===== config.mk =====
export PLATFORM = sky130hd
export DESIGN_NAME = ldm_seq
export DESIGN_NICKNAME = d
export VERILOG_FILES = /design/src/rtl/ldm_seq.sv
export SDC_FILE = /design/constraint.sdc
export NUM_CORES = 1
export LEC_CHECK = 0
export ABC_CLOCK_PERIOD_IN_PS = 6000
export BUFFER_PORTS_ARGS = -buffer_cell sky130_fd_sc_hd__buf_2
export CAP_MARGIN = 20
export CORE_MARGIN = 5
export CORE_UTILIZATION = 40
export CTS_CLUSTER_DIAMETER = 50
export CTS_CLUSTER_SIZE = 24
export DETAILED_ROUTE_END_ITERATION = 8
export GPL_ROUTABILITY_DRIVEN = 0
export SYNTH_ARGS = -nofsm -noshare
export SYNTH_HDL_FRONTEND = slang
export SYNTH_SLANG_ARGS = --single-unit

===== constraint.sdc =====
create_clock -name clk -period 6 [get_ports clk]
set_input_delay 0.9 -clock clk [delete_from_list [all_inputs] [get_ports clk]]
set_output_delay 0.9 -clock clk [all_outputs]
set_load 0.01 [all_outputs]

===== src/rtl/ldm_seq.sv =====
module ldm_seq #(
  parameter int DW = 32,
  parameter int NREG = 8,
  parameter logic [4:0] OPC = 5'b11001
) (
  input  logic                    clk,
  input  logic                    rst_n,
  input  logic                    start,
  input  logic [15:0]             instr,
  output logic                    mem_req,
  output logic [DW-1:0]           mem_addr,
  input  logic                    mem_rvalid,
  input  logic [DW-1:0]           mem_rdata,
  output logic [$clog2(NREG)-1:0] rf_raddr,
  input  logic [DW-1:0]           rf_rdata,
  output logic                    rf_we,
  output logic [$clog2(NREG)-1:0] rf_waddr,
  output logic [DW-1:0]           rf_wdata,
  output logic                    done,
  output logic                    err
);
  localparam int RW = $clog2(NREG);
  localparam int CW = $clog2(NREG + 1);

  typedef enum logic [2:0] {S_IDLE, S_REQ, S_WAIT, S_WB, S_DONE, S_ERR} st_t;

  st_t            st;
  logic [NREG-1:0] rem;
  logic [RW-1:0]  base_n;
  logic [DW-1:0]  addr, wb_val;
  logic           wback;
  logic [RW-1:0]  cur;
  logic [CW-1:0]  cnt;
  logic [NREG-1:0] rem_nx;

  wire [NREG-1:0] lst  = instr[NREG-1:0];
  wire            bad  = (instr[15:11] != OPC) || (lst == '0);

  always_comb begin
    cur = '0;
    for (int i = NREG - 1; i >= 0; i--)
      if (rem[i]) cur = RW'(i);
  end

  always_comb begin
    cnt = '0;
    for (int i = 0; i < NREG; i++)
      cnt = cnt + CW'(lst[i]);
  end

  assign rem_nx   = rem & ~(NREG'(1) << cur);
  assign rf_raddr = instr[10:8];
  assign mem_req  = (st == S_REQ);
  assign mem_addr = addr;
  assign rf_we    = (st == S_WAIT && mem_rvalid) || st == S_WB;
  assign rf_waddr = (st == S_WB) ? base_n : cur;
  assign rf_wdata = (st == S_WB) ? wb_val : mem_rdata;
  assign done     = (st == S_DONE);
  assign err      = (st == S_ERR);

  always_ff @(posedge clk) begin
    if (!rst_n) begin
      st     <= S_IDLE;
      rem    <= '0;
      base_n <= '0;
      addr   <= '0;
      wb_val <= '0;
      wback  <= 1'b0;
    end else begin
      case (st)
        S_IDLE:
          if (start) begin
            if (bad) st <= S_ERR;
            else begin
              st     <= S_REQ;
              rem    <= lst;
              base_n <= instr[10:8];
              addr   <= rf_rdata;
              wb_val <= rf_rdata + (DW'(cnt) << 2);
              wback  <= !lst[instr[10:8]];
            end
          end
        S_REQ: st <= S_WAIT;
        S_WAIT:
          if (mem_rvalid) begin
            rem  <= rem_nx;
            addr <= addr + DW'(4);
            if (rem_nx == '0) st <= wback ? S_WB : S_DONE;
            else st <= S_REQ;
          end
        S_WB:   st <= S_DONE;
        default: st <= S_IDLE;
      endcase
    end
  end

  a_r4_single_pulse: assert property (@(posedge clk) disable iff (!rst_n)
    mem_req |=> !mem_req);
  a_r9_done_pulse: assert property (@(posedge clk) disable iff (!rst_n)
    done |=> !done);
  a_r2_err_quiet: assert property (@(posedge clk) disable iff (!rst_n)
    err |-> !mem_req && !rf_we && !done);
  a_r5_write_needs_data: assert property (@(posedge clk) disable iff (!rst_n)
    (rf_we && st != S_WB) |-> mem_rvalid);
  a_r7_no_wb_listed: assert property (@(posedge clk) disable iff (!rst_n)
    (st == S_WB) |-> !rem[base_n] && wback);
  a_r3_addr_step: assert property (@(posedge clk) disable iff (!rst_n)
    (st == S_WAIT && mem_rvalid) |=> mem_addr == $past(mem_addr) + DW'(4));
endmodule


==> impl_metrics.env <==
export IMPL_syn_instance_count=751
export IMPL_route_vias_total=5973
export IMPL_ctsLongestPathBuffers=2
export IMPL_hp_start="mem_addr[1]$_SDFFE_PN0P_"
export IMPL_yosys_register_bits=79
export IMPL_worstSetupPathType="in2reg"
export IMPL_grt_max_degree=63
export IMPL_num_nets_final=969
export IMPL_slowest_stage="fa_1"
export IMPL_antenna_diode_count=0
export IMPL_synth_async_sr_flop_share=0
export IMPL_worst_path_largest_cell_delay_ps=550
export IMPL_avgViaCountPerCell=5.678
export IMPL_slew_viol_final=0
export IMPL_holdPathEnd="mem_addr[1]$_SDFFE_PN0P_"
export IMPL_die_height_um=126.0
export IMPL_drt_pre_antenna_iters=5
export IMPL_clock_tree_from_tritoncts="done"
export IMPL_fmax_ghz=0.2074
export IMPL_synth_net_count=849
export IMPL_timing_hold_violations_final=0
export IMPL_numCtsBuffers=9
export IMPL_worst_slew_pin_transition_ps=1140
export IMPL_min_delay_path_class="reg2reg"
export IMPL_critPathMaxFanout=11
export IMPL_synth_seq_area_share=0.2940
export IMPL_postRouteWirelength_um=17920
export IMPL_power_per_cell_area_nw_per_um2=228.9
export IMPL_peakVddDrop_v=0.0001169
export IMPL_status="finished clean"
export IMPL_timing_setup_tns_ps=0
export IMPL_fraction_of_layout_instances_using_a_drive_strength_above_1=0.2340
export IMPL_buffer_ports_inserted=157
export IMPL_detail_route_antenna_nets=0
export IMPL_worst_path_most_repeated_cell="fa_1"
export IMPL_post_route_drc_count=0
export IMPL_crit_path_end_kind="register"
export IMPL_avgRoutedWirePerCell_um=17.04
export IMPL_leakagePower_nw=2.737
export IMPL_stdcell_area_um2=6539
export IMPL_timing_critical_path_cells="buf_2, inv_1, fa_1, fa_1, fa_1, inv_1, ha_1, fa_1, xor2_1, ha_1, nand4_1, nor2_1, nor2_1, or4_1, a31oi_1"
export IMPL_cts_hold_buffers=0
export IMPL_clkTransAtPathRegs_ps=60
export IMPL_drt_iter0_markers=545
export IMPL_synth_cell_types=67
export IMPL_setup_viol=0
export IMPL_critical_path_required_ps=6260
export IMPL_numClockSinks=79
export IMPL_boundaryPins=158
export IMPL_start_kind="primary input"
export IMPL_cts_repair_resize_count=0
export IMPL_synth_main_ff_cell="dfxtp_1"
export IMPL_grt_ovf=0
export IMPL_placedInstanceArea_um2=6238
export IMPL_row_count=42
export IMPL_initial_utilization=0.4079
export IMPL_track_usage=0.2142
export IMPL_fin_crit_sh=0.8035
export IMPL_r2r_end="wb_val[23]$_SDFFE_PN0P_"
export IMPL_ys_warnings_count=0
export IMPL_launch_point_of_the_worst_reg_to_reg_path="st[1]$_SDFFE_PN0P_"
export IMPL_area_growth_syn_to_layout_pct=21.53
export IMPL_via_count_of_the_first_global_routing_pass=5456
export IMPL_clock_latency_ps=340
export IMPL_clock_root_buffer="clkbuf_16"
export IMPL_timing_clock_skew_ps=8.812
export IMPL_drv_cap=0
export IMPL_coreArea_um2=13190
export IMPL_grt_first_pass_wirelength_um=28340
export IMPL_worstHoldPathCells=2
export IMPL_grt_setup_unrepaired="false"
export IMPL_place_detailed_hpwl_um=13050
export IMPL_timing_final_crit_period_ps=4821
export IMPL_htree_levels=3
export IMPL_cts_repair_timing_setup_buffer_count=0
export IMPL_depth_of_the_most_critical_reg_to_reg_path=6
export IMPL_synth_area_per_cell_um2=7.164
export IMPL_ff2ff_setup_slack_ps=3350
export IMPL_worst_slew_margin_rel=0.2333
export IMPL_syn_area_um2=5380
export IMPL_antenna_found_initial=0
export IMPL_worstPathArrival_ps=5080
export IMPL_synth_edff_count=0
export IMPL_die_width_um=126.0
export IMPL_die_area_um2=15870
-- worst max-delay path: cells and delay by family --
kind                       cells  cell delay, ps
AOI/OAI and AO/OA              1             180
and+or+nand+nor                4            1220
buffers and inverters          3             220
xor gates and xnor gates       1             160
adders and majority gates      6            2390
-- per-stage QoR --
stage	total power, W	cells	util	worst slack, ps	hold WS [ps]
global route	0.001569	1052	0.4957	1037	474.5
finish	0.001497	1052	0.4957	1179	453.7
floorplan	0.0008072	751	-	1275	432.1
global placement	0.0009281	1035	0.4709	1015	442.7
detailed placement	0.0009414	1036	0.4730	868.2	446.8
CTS	0.001501	1052	0.4957	1219	455.6
-- synthesized netlist by cell type (all sizes together) (3+ instances only) --
| cell type | instances | area (µm²) |
|---|---|---|
| a31oi | 13 | 81.33 |
| nor3 | 16 | 96.35 |
| a211oi | 12 | 90.09 |
| dfxtp | 79 | 1582 |
| clkbuf | 41 | 155.1 |
| nor4 | 14 | 93.84 |
| nor2 | 51 | 191.4 |
| o211ai | 7 | 52.55 |
| o221ai | 4 | 35.03 |
| o21ai | 52 | 260.2 |
| o21a | 3 | 22.52 |
| o32ai | 3 | 26.28 |
| a41oi | 4 | 35.03 |
| nor3b | 6 | 45.04 |
| nand3 | 32 | 165.2 |
| ha | 9 | 112.6 |
| inv | 26 | 97.59 |
| xor2 | 15 | 131.4 |
| buf | 15 | 91.34 |
| o31ai | 6 | 45.04 |
| or3 | 5 | 31.28 |
| mux2i | 5 | 50.05 |
| and3 | 8 | 50.05 |
| nand2 | 155 | 581.8 |
| a211o | 3 | 26.28 |
| and2 | 9 | 56.30 |
| a21oi | 71 | 355.3 |
| o221a | 10 | 112.6 |
| nand4 | 22 | 137.6 |
| fa | 5 | 100.1 |
| xnor2 | 4 | 35.03 |
| nand2b | 7 | 43.79 |
| or4 | 6 | 48.80 |
-- worst max-delay path by stage --
stage / end / slack [ps] / start / cells after the start
after floorplan: wb_val[12]$_SDFFE_PN0P_ / 1280 / instr[0] / 15
after global placement: wb_val[27]$_SDFFE_PN0P_ / 1020 / instr[0] / 15
after detailed placement: wb_val[27]$_SDFFE_PN0P_ / 870 / instr[0] / 15
after CTS: wb_val[27]$_SDFFE_PN0P_ / 1220 / instr[0] / 15
after global routing: wb_val[15]$_SDFFE_PN0P_ / 1040 / instr[0] / 15
final: wb_val[27]$_SDFFE_PN0P_ / 1180 / instr[0] / 15
-- report_power, final --
group / total (W) / switching [W] / internal [W]
logic: 0.000357 / 0.000212 / 0.000145
registers: 0.000577 / 0.0000331 / 0.000544
clock network: 0.000563 / 0.000230 / 0.000333
total: 0.00150 / 0.000475 / 0.00102
-- cell usage in the layout (no fill, tap or decap), types with 8 or more instances in the layout --
| cell | netlist | routed |
|---|---|---|
| a211oi_1 | 12 | 12 |
| nor3_1 | 14 | 14 |
| a21oi_1 | 71 | 71 |
| nand4_1 | 22 | 22 |
| buf_2 | 10 | 157 |
| inv_1 | 26 | 26 |
| a31oi_1 | 13 | 13 |
| o21ai_0 | 51 | 51 |
| nand3_1 | 31 | 31 |
| dfxtp_1 | 79 | 79 |
| nand2_1 | 155 | 155 |
| o221a_2 | 10 | 10 |
| and2_1 | 9 | 9 |
| nor2_1 | 51 | 50 |
| and3_1 | 8 | 8 |
| clkbuf_16 | 0 | 9 |
| xor2_1 | 15 | 15 |
| ha_1 | 9 | 9 |
| nor4_1 | 13 | 13 |
-- state kept, by name, indices dropped and copies added, names as in the netlist --
register and count:
base_n 3, mem_addr 32, rem 8, st 3, wb_val 32, wback 1
-- kinds of logic after synthesis --
group,Yosys count,synth area share
flops,79,0.2940
xor+xnor,19,0.03093
buf+inv,82,0.06395
mux,7,0.01767
compound gates,206,0.2454
simple gates,343,0.3067
fa+ha+maj,15,0.04140
-- metal layers --
metal	track usage	up-vias	wire, µm
met2	0.3290	256	7887
met5	0	-	0
met4	0.06877	0	319
met3	0.04022	25	1447
met1	0.3041	2752	8268
li1	-	2940	-
-- area by class of cell --
class                      instances  area [µm²]
timing repair buffer             165       865.8
clock buffer                      11       242.7
inverter                          26       97.59
sequential                        79        1582
clock inverter                     5       57.56
multi-input combinational        590        3473
tap                              176       220.2
fill                            1372        6651
Note: power is estimated with default switching activity, not from simulation.
